## src/rtl/bcast_regs_pkg.sv

```systemverilog
package bcast_regs_pkg;

  // Strobes from the control decode to the register datapath
  typedef struct packed {
    logic wrSingle;  // write one present port
    logic wrAll;     // write same offset in every present port
    logic wrGlobal;  // write a global register
    logic rdLoad;    // load the read data register
    logic rdPort;    // read source is a per-port register
    logic rdGlobal;  // read source is a global register
  } hostStrobes_t;

  function automatic int unsigned idxWidth(input int unsigned n);
    return (n < 2) ? 1 : $clog2(n);
  endfunction

endpackage

```

## src/rtl/bcast_regs_ctrl.sv

```systemverilog
module bcast_regs_ctrl
  import bcast_regs_pkg::*;
#(
  parameter int unsigned NUM_PORTS   = 4,
  parameter int unsigned PORT_REGS   = 8,
  parameter int unsigned GLOBAL_REGS = 4,
  localparam int unsigned PORT_W = idxWidth(NUM_PORTS),
  localparam int unsigned OFF_W  = idxWidth((PORT_REGS > GLOBAL_REGS) ? PORT_REGS : GLOBAL_REGS)
) (
  input  logic [NUM_PORTS-1:0] portPresent,
  input  logic                 hostGlobal,
  input  logic [PORT_W-1:0]    hostPort,
  input  logic [OFF_W-1:0]     hostOffset,
  input  logic                 hostWrEn,
  input  logic                 hostRdEn,
  input  logic                 broadcastOn,
  output hostStrobes_t         strb
);

  logic portOk;
  logic portOffOk;
  logic globOffOk;
  logic portAccess;

  // Target port must exist in this variant
  always_comb begin
    portOk = 1'b0;
    for (int p = 0; p < NUM_PORTS; p++) begin
      if (hostPort == PORT_W'(p) && portPresent[p]) portOk = 1'b1;
    end
  end

  assign portOffOk  = int'(hostOffset) < PORT_REGS;
  assign globOffOk  = int'(hostOffset) < GLOBAL_REGS;
  assign portAccess = !hostGlobal && portOk && portOffOk;

  always_comb begin
    strb          = '0;
    strb.wrSingle = hostWrEn && portAccess && !broadcastOn;
    strb.wrAll    = hostWrEn && portAccess && broadcastOn;
    strb.wrGlobal = hostWrEn && hostGlobal && globOffOk;
    strb.rdLoad   = hostRdEn;
    strb.rdPort   = portAccess && !broadcastOn;
    strb.rdGlobal = hostGlobal && globOffOk;
  end

endmodule

```

## src/rtl/bcast_regs_dpath.sv

```systemverilog
module bcast_regs_dpath
  import bcast_regs_pkg::*;
#(
  parameter int unsigned NUM_PORTS   = 4,
  parameter int unsigned PORT_REGS   = 8,
  parameter int unsigned GLOBAL_REGS = 4,
  parameter int unsigned DATA_W      = 16,
  localparam int unsigned PORT_W = idxWidth(NUM_PORTS),
  localparam int unsigned OFF_W  = idxWidth((PORT_REGS > GLOBAL_REGS) ? PORT_REGS : GLOBAL_REGS)
) (
  input  logic                 clk,
  input  logic                 rstN,
  input  logic [NUM_PORTS-1:0] portPresent,
  input  logic [PORT_W-1:0]    hostPort,
  input  logic [OFF_W-1:0]     hostOffset,
  input  logic [DATA_W-1:0]    hostWrData,
  input  hostStrobes_t         strb,
  output logic [DATA_W-1:0]    hostRdData,
  output logic                 broadcastOn
);

  logic [DATA_W-1:0] portRegs [NUM_PORTS][PORT_REGS];
  logic [DATA_W-1:0] globRegs [GLOBAL_REGS];
  logic [DATA_W-1:0] portRead;
  logic [DATA_W-1:0] globRead;

  // Per-port storage; each copy qualifies the write with its own strap bit
  for (genvar p = 0; p < NUM_PORTS; p++) begin : g_port
    logic portHit;
    assign portHit = portPresent[p] &&
                     (strb.wrAll || (strb.wrSingle && hostPort == PORT_W'(p)));
    for (genvar r = 0; r < PORT_REGS; r++) begin : g_reg
      always_ff @(posedge clk or negedge rstN) begin
        if (!rstN)
          portRegs[p][r] <= '0;
        else if (portHit && hostOffset == OFF_W'(r))
          portRegs[p][r] <= hostWrData;
      end
    end
  end

  for (genvar g = 0; g < GLOBAL_REGS; g++) begin : g_glob
    always_ff @(posedge clk or negedge rstN) begin
      if (!rstN)
        globRegs[g] <= '0;
      else if (strb.wrGlobal && hostOffset == OFF_W'(g))
        globRegs[g] <= hostWrData;
    end
  end

  assign broadcastOn = globRegs[0][0];

  always_comb begin
    portRead = '0;
    for (int p = 0; p < NUM_PORTS; p++) begin
      for (int r = 0; r < PORT_REGS; r++) begin
        if (hostPort == PORT_W'(p) && hostOffset == OFF_W'(r)) portRead = portRegs[p][r];
      end
    end
  end

  always_comb begin
    globRead = '0;
    for (int g = 0; g < GLOBAL_REGS; g++) begin
      if (hostOffset == OFF_W'(g)) globRead = globRegs[g];
    end
  end

  always_ff @(posedge clk or negedge rstN) begin
    if (!rstN)
      hostRdData <= '0;
    else if (strb.rdLoad) begin
      if (strb.rdPort)
        hostRdData <= portRead;
      else if (strb.rdGlobal)
        hostRdData <= globRead;
      else
        hostRdData <= '0;
    end
  end

endmodule

```

## src/rtl/bcast_regs.sv

```systemverilog
module bcast_regs
  import bcast_regs_pkg::*;
#(
  parameter int unsigned NUM_PORTS   = 4,
  parameter int unsigned PORT_REGS   = 8,
  parameter int unsigned GLOBAL_REGS = 4,
  parameter int unsigned DATA_W      = 16,
  localparam int unsigned PORT_W = idxWidth(NUM_PORTS),
  localparam int unsigned OFF_W  = idxWidth((PORT_REGS > GLOBAL_REGS) ? PORT_REGS : GLOBAL_REGS)
) (
  input  logic                 clk,
  input  logic                 rstN,
  input  logic [NUM_PORTS-1:0] portPresent,
  input  logic                 hostGlobal,
  input  logic [PORT_W-1:0]    hostPort,
  input  logic [OFF_W-1:0]     hostOffset,
  input  logic                 hostWrEn,
  input  logic                 hostRdEn,
  input  logic [DATA_W-1:0]    hostWrData,
  output logic [DATA_W-1:0]    hostRdData
);

  hostStrobes_t strb;
  logic         broadcastOn;

  bcast_regs_ctrl #(
    .NUM_PORTS(NUM_PORTS), .PORT_REGS(PORT_REGS), .GLOBAL_REGS(GLOBAL_REGS)
  ) u_ctrl (
    .portPresent(portPresent), .hostGlobal(hostGlobal), .hostPort(hostPort),
    .hostOffset(hostOffset), .hostWrEn(hostWrEn), .hostRdEn(hostRdEn),
    .broadcastOn(broadcastOn), .strb(strb)
  );

  bcast_regs_dpath #(
    .NUM_PORTS(NUM_PORTS), .PORT_REGS(PORT_REGS), .GLOBAL_REGS(GLOBAL_REGS), .DATA_W(DATA_W)
  ) u_dpath (
    .clk(clk), .rstN(rstN), .portPresent(portPresent), .hostPort(hostPort),
    .hostOffset(hostOffset), .hostWrData(hostWrData), .strb(strb),
    .hostRdData(hostRdData), .broadcastOn(broadcastOn)
  );

endmodule

```

## config.mk

```make
export PLATFORM = sky130hd
export DESIGN_NAME = bcast_regs
export DESIGN_NICKNAME = d
export VERILOG_FILES = /design/src/rtl/bcast_regs_pkg.sv /design/src/rtl/bcast_regs_ctrl.sv /design/src/rtl/bcast_regs_dpath.sv /design/src/rtl/bcast_regs.sv
export SDC_FILE = /design/constraint.sdc
export NUM_CORES = 1
export LEC_CHECK = 0
export BUFFER_PORTS_ARGS = -buffer_cell sky130_fd_sc_hd__buf_2
export CAP_MARGIN = 20
export CORE_ASPECT_RATIO = 0.6
export CORE_MARGIN = 5
export CORE_UTILIZATION = 38
export DETAILED_ROUTE_END_ITERATION = 7
export PLACE_DENSITY = 0.52
export SETUP_SLACK_MARGIN = 0.2
export SLEW_MARGIN = 40
export SYNTH_ARGS = -nofsm -noshare
export SYNTH_HDL_FRONTEND = slang
export SYNTH_HIERARCHICAL = 1
export SYNTH_SLANG_ARGS = --single-unit
```

## constraint.sdc

```tcl
create_clock -name clk -period 2.55 [get_ports clk]
set_clock_uncertainty 0.2 [all_clocks]
set_input_delay 0.1275 -clock clk [delete_from_list [all_inputs] [get_ports clk]]
set_output_delay 0.1275 -clock clk [all_outputs]
set_load 0.02 [all_outputs]
```

After elaboration in Yosys (flattened, before gate mapping)

Cells that the tools add are included.

Mux-type cells: 42
Reduce and logical (&&, ||, !) cells: 96
Shift-type cells: 0
$add $sub $neg: 0
Equal/unequal tests: 10
Magnitude comparators: 1
Multipliers: 0
Bitwise logic cells: 0
Div/mod/pow operators: 0

Operator list:

| operator             | count |
|---|---|
| $mux W16             | 38 |
| $logic_and A1 B1 Y1  | 88 |
| $eq A3 B3 Y1 const B | 4 |
| $eq A3 B2 Y1 const B | 2 |
| $eq A2 B2 Y1 const B | 2 |
| $logic_or A1 B1 Y1   | 4 |
| $mux W1              | 4 |
| $eq A3 B1 Y1 const B | 1 |
| $logic_not A3 Y1     | 1 |
| $lt A3 B3 Y1 const B | 1 |
| $eq A2 B1 Y1 const B | 1 |
| $logic_not A1 Y1     | 2 |
| $logic_not A2 Y1     | 1 |

Bits in read-only memories: 0
Memories kept: 0
Output and inout port bits: 16
Latch bits: 0
Bits of input ports: 30
Memory bits (writable): 0
Bits in registers: 592

Longest topological paths before layout

Gate-level depths: netlist of run 1.

Depth after elaboration: 35
Mapped depth: 12

Hierarchy

The synthesis of run 1 kept the hierarchy.

Modules (own cells, without submodules):

| module           | instances | seq. area each (um2) | area each (um2) | cells an instance |
|---|---|---|---|---|
| bcast_regs_dpath | 1         | 14814.2              | 28957.8         | 2391 |
| bcast_regs_ctrl  | 1         | 0.0                  | 70.1            | 7 |

Worst setup path before layout of run 1

Ideal clock, no wire load.

Path type: input to register
From: input port hostPort[0]
To: register u_dpath/portRegs[101] (netlist name)
Stages on the path: 8
Setup time: 125 ps
Path slack: 277 ps
Arrival: 1948 ps
Data required time: 2225 ps
Cell sequence: mux4_2 > and4b_1 > a31oi_1 > nor2b_1 > buf_2 > nand2_1 > buf_2 > mux2_2

RTL lines:

| element                        | RTL line               | source |
|---|---|---|
| start: declaration             | bcast_regs.sv:15       | `input logic [PORT_W-1:0] hostPort,` |
| end signal: indexed assignment | bcast_regs_dpath.sv:37 | `portRegs[p][r] <= hostWrData;` |
| end: declaration               | bcast_regs_dpath.sv:22 | `logic [DATA_W-1:0] portRegs [NUM_PORTS][PORT_REGS];` |

Final worst setup path of run 1

From: register u_dpath/portRegs[459] (netlist name)
To: register u_dpath.hostRdData[11]

Longest elaborated chain between the ends: 30

RTL lines:

| element                 | RTL line               | source |
|---|---|---|
| $mux W16 (29 in series) | bcast_regs_dpath.sv:57 | `if (hostPort == PORT_W'(p) && hostOffset == OFF_W'(r)) portRead = portRegs[p][r];` |
| $mux W16                | bcast_regs_dpath.sv:73 | `if (strb.rdPort)` |
| end signal: assignment  | bcast_regs_dpath.sv:74 | `hostRdData <= portRead;` |
| end signal: assignment  | bcast_regs_dpath.sv:76 | `hostRdData <= globRead;` |
| end: declaration        | bcast_regs_dpath.sv:18 | `output logic [DATA_W-1:0] hostRdData,` |

Every way passes these cells.
A chain may end at the register's enable or synchronous reset.

==> results of run 1 <==
## timing repair
| action | in CTS | in global routing |
|---|---|---|
| gates cloned | 0 | 0 |
| setup endpoints to repair | 519 | 439 |
| gates resized for setup | 20 | 26 |
| setup buffers | 0 | 2 |
| hold endpoints to repair | 788 | 36 |
| pin swaps | 6 | 15 |
| hold buffers | 12 | 1 |
## worst max-delay path, cell delays in order (launching register included)
cell       delay [ns]
dfrtp_1          0.37
mux4_2           0.49
o211ai_1         0.22
buf_4            0.18
a221o_1          0.26
o2111ai_2        0.16
a21oi_2          0.18
buf_6            0.14
o221ai_2         0.09
## area by class of cell
cell class	instances	area, sq um
multi-input cells	1568	13200
diodes	4	10.0
flip-flops and latches	592	14800
clock buffers	87	1710
well taps	1000	1250
repair buffers	499	4620
clock inverters	13	154
fillers	6859	39800
inverters	9	36.3
## power by group
group	internal, mW	switching (mW)
Clock	4.89	3.91
Sequential	10.4	0.589
Combinational	1.64	1.95
Total	16.9	6.45
## logic make-up (layout without fill, tap and decap cells)
group | Yosys count | in the layout | synth area share
AOI/OAI and AO/OA | 541 | 541 | 0.122
buffers and inverters | 238 | 608 | 0.0427
DFF | 592 | 592 | 0.510
muxes | 669 | 669 | 0.262
other | 0 | 4 | 0
and+or+nand+nor | 358 | 358 | 0.0628
## state kept, by name (all words and copies together), names as in the netlist
signal               cells
u_dpath/portRegs       512
u_dpath/globRegs        63
u_dpath/hostRdData      16
u_dpath/broadcastOn      1
## cell usage after synthesis (all sizes together) (5+ instances only)
| master | n | area [sq um] |
|---|---|---|
| nand4 | 7 | 43.8 |
| nand3b | 5 | 57.6 |
| clkbuf | 73 | 274 |
| dfrtp | 592 | 14800 |
| buf | 156 | 928 |
| o21ai | 141 | 706 |
| nor3b | 8 | 97.6 |
| a31oi | 14 | 87.6 |
| o31ai | 6 | 45.0 |
| mux4 | 12 | 270 |
| nand3 | 32 | 180 |
| mux2 | 607 | 6840 |
| a2111oi | 7 | 73.8 |
| a22oi | 18 | 135 |
| o211ai | 13 | 97.6 |
| o2111ai | 5 | 43.8 |
| a21oi | 124 | 624 |
| a211oi | 28 | 210 |
| o221ai | 30 | 275 |
| a221oi | 19 | 173 |
| and2 | 5 | 31.3 |
| nor3 | 22 | 115 |
| a32oi | 9 | 78.8 |
| nand2b | 10 | 62.6 |
| and3 | 7 | 43.8 |
| nor2b | 24 | 150 |
| mux2i | 50 | 500 |
| inv | 9 | 36.3 |
| nor4 | 6 | 37.5 |
| nor2 | 91 | 377 |
| o21a | 5 | 37.5 |
| o22ai | 52 | 325 |
| nand2 | 124 | 490 |
| a21o | 7 | 52.6 |
| a311oi | 5 | 43.8 |
| a221o | 5 | 50.1 |
| a211o | 6 | 52.6 |
## per-layer routing
| layer | up-vias | share of wire |
|---|---|---|
| li1 | 9555 | - |
| met1 | 12137 | 0.47 |
| met2 | 1247 | 0.38 |
| met3 | 180 | 0.12 |
| met4 | 4 | 0.026 |
| met5 | - | 0.00086 |
## metrics by stage
stage	utilization	cells	total power, mW	hold WS, ns	setup slack (ns)
3_5_place_dp	0.443	3653	14.5	-0.0708	-0.327
5_1_grt	0.473	3769	24.2	0.0292	0.0950
2_1_floorplan	-	2398	12.8	-0.368	0.277
6_report	0.473	3772	23.3	0.0387	0.133
3_3_place_gp	0.442	3649	14.4	0.0433	-0.500
4_1_cts	0.471	3765	23.4	0.00286	0.174
## final timing paths
kind                                                to  slack (ns)  cells past startpoint                  start
worst max-delay path            u_dpath/hostRdData[11]        0.13                      8  u_dpath/portRegs[459]
worst min-delay path             u_dpath/portRegs[504]        0.04                      3          hostWrData[8]
worst max register to register  u_dpath/hostRdData[11]        0.13                      8  u_dpath/portRegs[459]
worst min register to register   u_dpath/portRegs[503]        0.30                      1  u_dpath/portRegs[503]
max in group asynchronous        u_dpath/portRegs[199]        0.63                      6                   rstN
min in group asynchronous        u_dpath/portRegs[296]        0.51                      4                   rstN
==> flow_summary_export.csv, run 1 <==
group,metric,value,unit
job,max-cap-violations,0,
worst_setup_path,crit_path_start_kind,"register",
logic_synthesis,synthArstFlopShare,1.00,
global_route,grt_max_degree,51,
timing,setup_violations,0,
logic_synthesis,ys_warn_count,6,
logic_synthesis,syn_inst,2398,
place,gp_congestion,0.965,
clocking,h-tree-depth,2,
clocking,root_buffer,"clkbuf_16",
drt,final_antenna_net_count,0,
timing,final_hold_viol_count,0,
place,io_buffers,45,
drt,first_pass_iters,5,
finish,layout-drive-gt1-share,0.462,
finish,final_cell_mix,"606 x mux2_2, 592 x dfrtp_1, 374 x buf_4, 129 x o21ai_0, 119 x a21oi_1",
clocking,cts_tree,"built",
drt,wl_per_cell,31.8,um
drt,viasPerCell,6.13,
timing,maxSlewViolCount,0,
worst_setup_path,cp_data_arrival_time,2.74,ns
place,place_area,33500,sq um
global_route,grt_use_total,0.288,
logic_synthesis,syn-num-nets,2428,
global_route,antenna_found_initial,6,
clocking,clk_latency,0.66,ns
timing,period_share,0.948,
timing,tns,0,ns
global_route,first_global_vias,23374,
logic_synthesis,synth_seq_cells,592,
die,rows,78,
outcome,outcome,"finished clean",
logic_synthesis,synth_enable_flop_cells,0,
place,dp_hpwl,86700,um
global_route,grt_util_met1,0.441,
clocking,cts_buffers,56,
finish,final_area,35800,sq um
global_route,grt_first_pass_wirelength,173000,um
finish,nets,2756,
logic_synthesis,synth_ff_type,"dfrtp_1",
pwr,peakVddDrop,0.000467,V
timing,period_minus_slack,2.42,ns
timing,tightest_slew,0.819,ns
worst_setup_path,crit_fanout,2,
logic_synthesis,syn-mean-instance-area,12.1,sq um
global_route,top_usage_layer,"met1",
die,core,75600,sq um
die,num_io_pins,46,
drt,drc,0,
worst_setup_path,crit_path_end_kind,"register",
clocking,cts.clk_slew.worst_paths,0.06,ns
timing,relSlewSlack,0.454,
timing,fmax,0.414,GHz
pwr,p_leak,17.1,nW
finish,layout_commonest_cell,"mux2_2",
die,fp.dieW,367,um
drt,vias,23123,
logic_synthesis,synth_cell_type_count,86,
logic_synthesis,ys_seq_area_frac,0.510,
drt,routed_wl,120000,um
worst_hold_path,worstHoldPathType,"input pin to register",
logic_synthesis,netlist_area,29000,sq um
worst_setup_path,cp.required,2.87,ns
timing,rsz0062_at_grt,"true",
die,dieArea,82200,sq um
global_route,grt_overflow,0,
die,initial_core_util,0.384,
pwr,power_density,652,nW/um^2
global_route,grtUsageMet3,0.107,
worst_setup_path,critPathKind,"register to register",
clocking,cts_max_path_buffers,3,
finish,area_growth,23.4,%
drt,drt-initial-drc-count,2791,
global_route,grt_use_met2,0.379,
die,die_y,224,um
clocking,clkSinkCount,592,
Note: power is estimated with default switching activity, not from simulation.
==> run 2: changes to the inputs <==
- CTS_CLUSTER_DIAMETER: not set -> 30
- SYNTH_HIERARCHICAL: 1 -> not set
==> flow_summary_export.csv, run 2 <==
group,metric,value,unit
logic_synthesis,synth_ff_type,"dfrtp_1",
finish,top_register,"u_dpath.portRegs",
place,dp_hpwl,80300,um
worst_setup_path,cp_data_arrival_time,2.71,ns
job,max-cap-violations,0,
logic_synthesis,syn-num-nets,2427,
logic_synthesis,synth_enable_flop_cells,0,
logic_synthesis,synth_cell_type_count,83,
drt,vias,22808,
logic_synthesis,syn-mean-instance-area,12.1,sq um
logic_synthesis,post-synth-top-area-cell,"dfrtp_1",
drt,routed_wl,113000,um
clocking,cts_tree,"built",
worst_setup_path,crit_path_start_kind,"register",
logic_synthesis,netlist_area,29000,sq um
timing,period_share,0.921,
logic_synthesis,synth_seq_cells,592,
logic_synthesis,ys_top_cells_by_count,"592 x dfrtp_1, 523 x mux2_2, 138 x o21ai_0",
pwr,p_leak,17.0,nW
finish,antenna_cells,0,
place,gp_congestion,0.917,
place,place_area,32800,sq um
worst_setup_path,slowest_delay,0.56,ns
timing,final_hold_viol_count,0,
drt,wl_per_cell,29.8,um
finish,nets,2722,
timing,hold_slack,0.0260,ns
drt,top_layer_used,"met4",
logic_synthesis,yosysTopAreaCellShare,0.511,
timing,rsz0062_at_grt,"true",
drt,met2_length,43200,um
drt,met1Wirelength,55100,um
finish,final_area,36800,sq um
clocking,h-tree-depth,3,
logic_synthesis,ys_warn_count,0,
clocking,clk_latency,0.68,ns
global_route,grt_overflow,0,
pwr,peakVddDrop,0.000517,V
clocking,clkSinkCount,592,
clocking,root_buffer,"clkbuf_16",
timing,maxSlewViolCount,0,
worst_setup_path,cpLargestDelayFamily,"compound AO/OA/AOI/OAI gates",
worst_setup_path,crit_fanout,2,
logic_synthesis,ys_seq_area_frac,0.511,
pwr,power_density,800,nW/um^2
finish,layout_commonest_cell,"dfrtp_1",
drt,drc,0,
clocking,cts_max_path_buffers,3,
finish,largest_reg_flops,512,
logic_synthesis,synthArstFlopShare,1.00,
drt,viasPerCell,6.03,
die,initial_core_util,0.384,
pwr,power.total,29.5,mW
outcome,outcome,"finished clean",
timing,setup_violations,0,
timing,fmax,0.426,GHz
worst_setup_path,critPathKind,"register to register",
drt,drt-initial-drc-count,2838,
global_route,antenna_found_initial,3,
finish,area_growth,27.0,%
die,num_io_pins,46,
worst_setup_path,crit_path_end_kind,"register",
die,rows,78,
global_route,grt_use_total,0.271,
finish,reg_top3,"u_dpath.portRegs (512), u_dpath.globRegs (63), u_dpath.hostRdData (16)",
global_route,first_global_vias,22993,
timing,tightest_slew,0.948,ns
worst_setup_path,worstPathCellList,"o21ai_0 -> nor3_1 -> or4_1 -> o211ai_1 -> a21oi_1",
place,io_buffers,45,
clocking,cts.clk_slew.worst_paths,0.05,ns
finish,final_cell_mix,"592 x dfrtp_1, 523 x mux2_2, 281 x buf_4, 138 x o21ai_0, 110 x clkbuf_16",
die,core,75600,sq um
logic_synthesis,syn_inst,2397,
worst_setup_path,r2r_start,"u_dpath.portRegs[398]",
worst_setup_path,r2r_setup_slack,0.20,ns
drt,wl_met3,12300,um
worst_setup_path,reg2reg_depth,5,
worst_setup_path,slowest_stage,"or4_1",
finish,layout-drive-gt1-share,0.426,
global_route,grt_max_degree,81,
drt,final_antenna_net_count,0,
clocking,cts_buffers,107,
timing,period_minus_slack,2.35,ns
worst_setup_path,path_buf_inv,0,
timing,relSlewSlack,0.359,
global_route,grt_first_pass_wirelength,164000,um
logic_synthesis,synth_area_leaders,"dfrtp_1 51%, mux2_2 20%, o21ai_0 2.4%",
logic_synthesis,synth_most_common_cell,"dfrtp_1",
worst_hold_path,worstHoldPathType,"input pin to asynchronous set/reset pin",
die,dieArea,82100,sq um
worst_setup_path,worstReg2RegEnd,"u_dpath.hostRdData[14]",
drt,first_pass_iters,5,
die,die_y,224,um
worst_setup_path,cp.required,2.91,ns
die,fp.dieW,367,um
==> run 2: through the flow <==
stage | std cells | setup TNS, ns | utilization | setup slack (ns)
floorplan | 2397 | 0 | - | 0.256
global placement | 3563 | -3.49 | 0.434 | -0.354
detailed placement | 3563 | -7.72 | 0.434 | -0.324
CTS | 3782 | 0 | 0.487 | 0.215
global route | 3782 | 0 | 0.487 | 0.149
finish | 3782 | 0 | 0.487 | 0.201
==> run 2: worst max-delay path by stage <==
stage | start | endpoint | slack (ns) | cells after the start
2_1_floorplan | hostOffset[0] | u_dpath.globRegs[53] | 0.26 | 7
3_3_place_gp | hostOffset[2] | u_dpath.hostRdData[13] | -0.35 | 10
3_5_place_dp | hostPort[1] | u_dpath.hostRdData[13] | -0.32 | 8
4_1_cts | u_dpath.broadcastOn | u_dpath.portRegs[315] | 0.22 | 6
5_1_grt | u_dpath.portRegs[24] | u_dpath.hostRdData[8] | 0.15 | 9
6_report | u_dpath.portRegs[398] | u_dpath.hostRdData[14] | 0.20 | 5
==> run 2: worst min-delay path, cell delays in order <==
cell and delay [ns]:
dlygate4sd3_1 0.56, buf_8 0.31, buf_16 0.27
==> run 2: final cells by class <==
cell class	instances	area, sq um
repair buffers	398	3700
inverters	16	60.1
clock inverters	69	825
flip-flops and latches	592	14800
well taps	1000	1250
multi-input cells	1577	13300
clock buffers	130	2930
fillers	6726	38800
==> run 2: logic make-up (layout without fill, tap and decap cells) <==
kind of cell           after synthesis  count (layout)  synth area share
multiplexers                       658             658             0.263
flip-flops                         592             592             0.511
AND/OR/NAND/NOR                    414             414            0.0760
AO/OA/AOI/OAI                      504             504             0.117
buffers and inverters              228             613            0.0338
XOR/XNOR                             1               1          0.000302
==> run 2: where the power goes <==
group | leakage [nW] | internal [mW] | switching [mW] | total, mW
clock | 1.83 | 9.49 | 5.37 | 14.9
combinational | 7.24 | 1.64 | 1.88 | 3.52
sequential | 7.93 | 10.5 | 0.600 | 11.1
==> run 2: metal layers <==
metal	GRT usage	vias up
li1	-	9502
met2	0.351	1128
met1	0.433	12030
met3	0.0855	148
met4	0.0586	0
met5	0	-
==> run 2: timing repair <==
action,4_1_cts,5_1_grt
cloned,0,0
pin swaps,0,2
endpoints found under the setup margin,1,18
hold endpoints to repair,750,0
resized for setup,1,5
hold buffers,20,0
buffers inserted,0,0
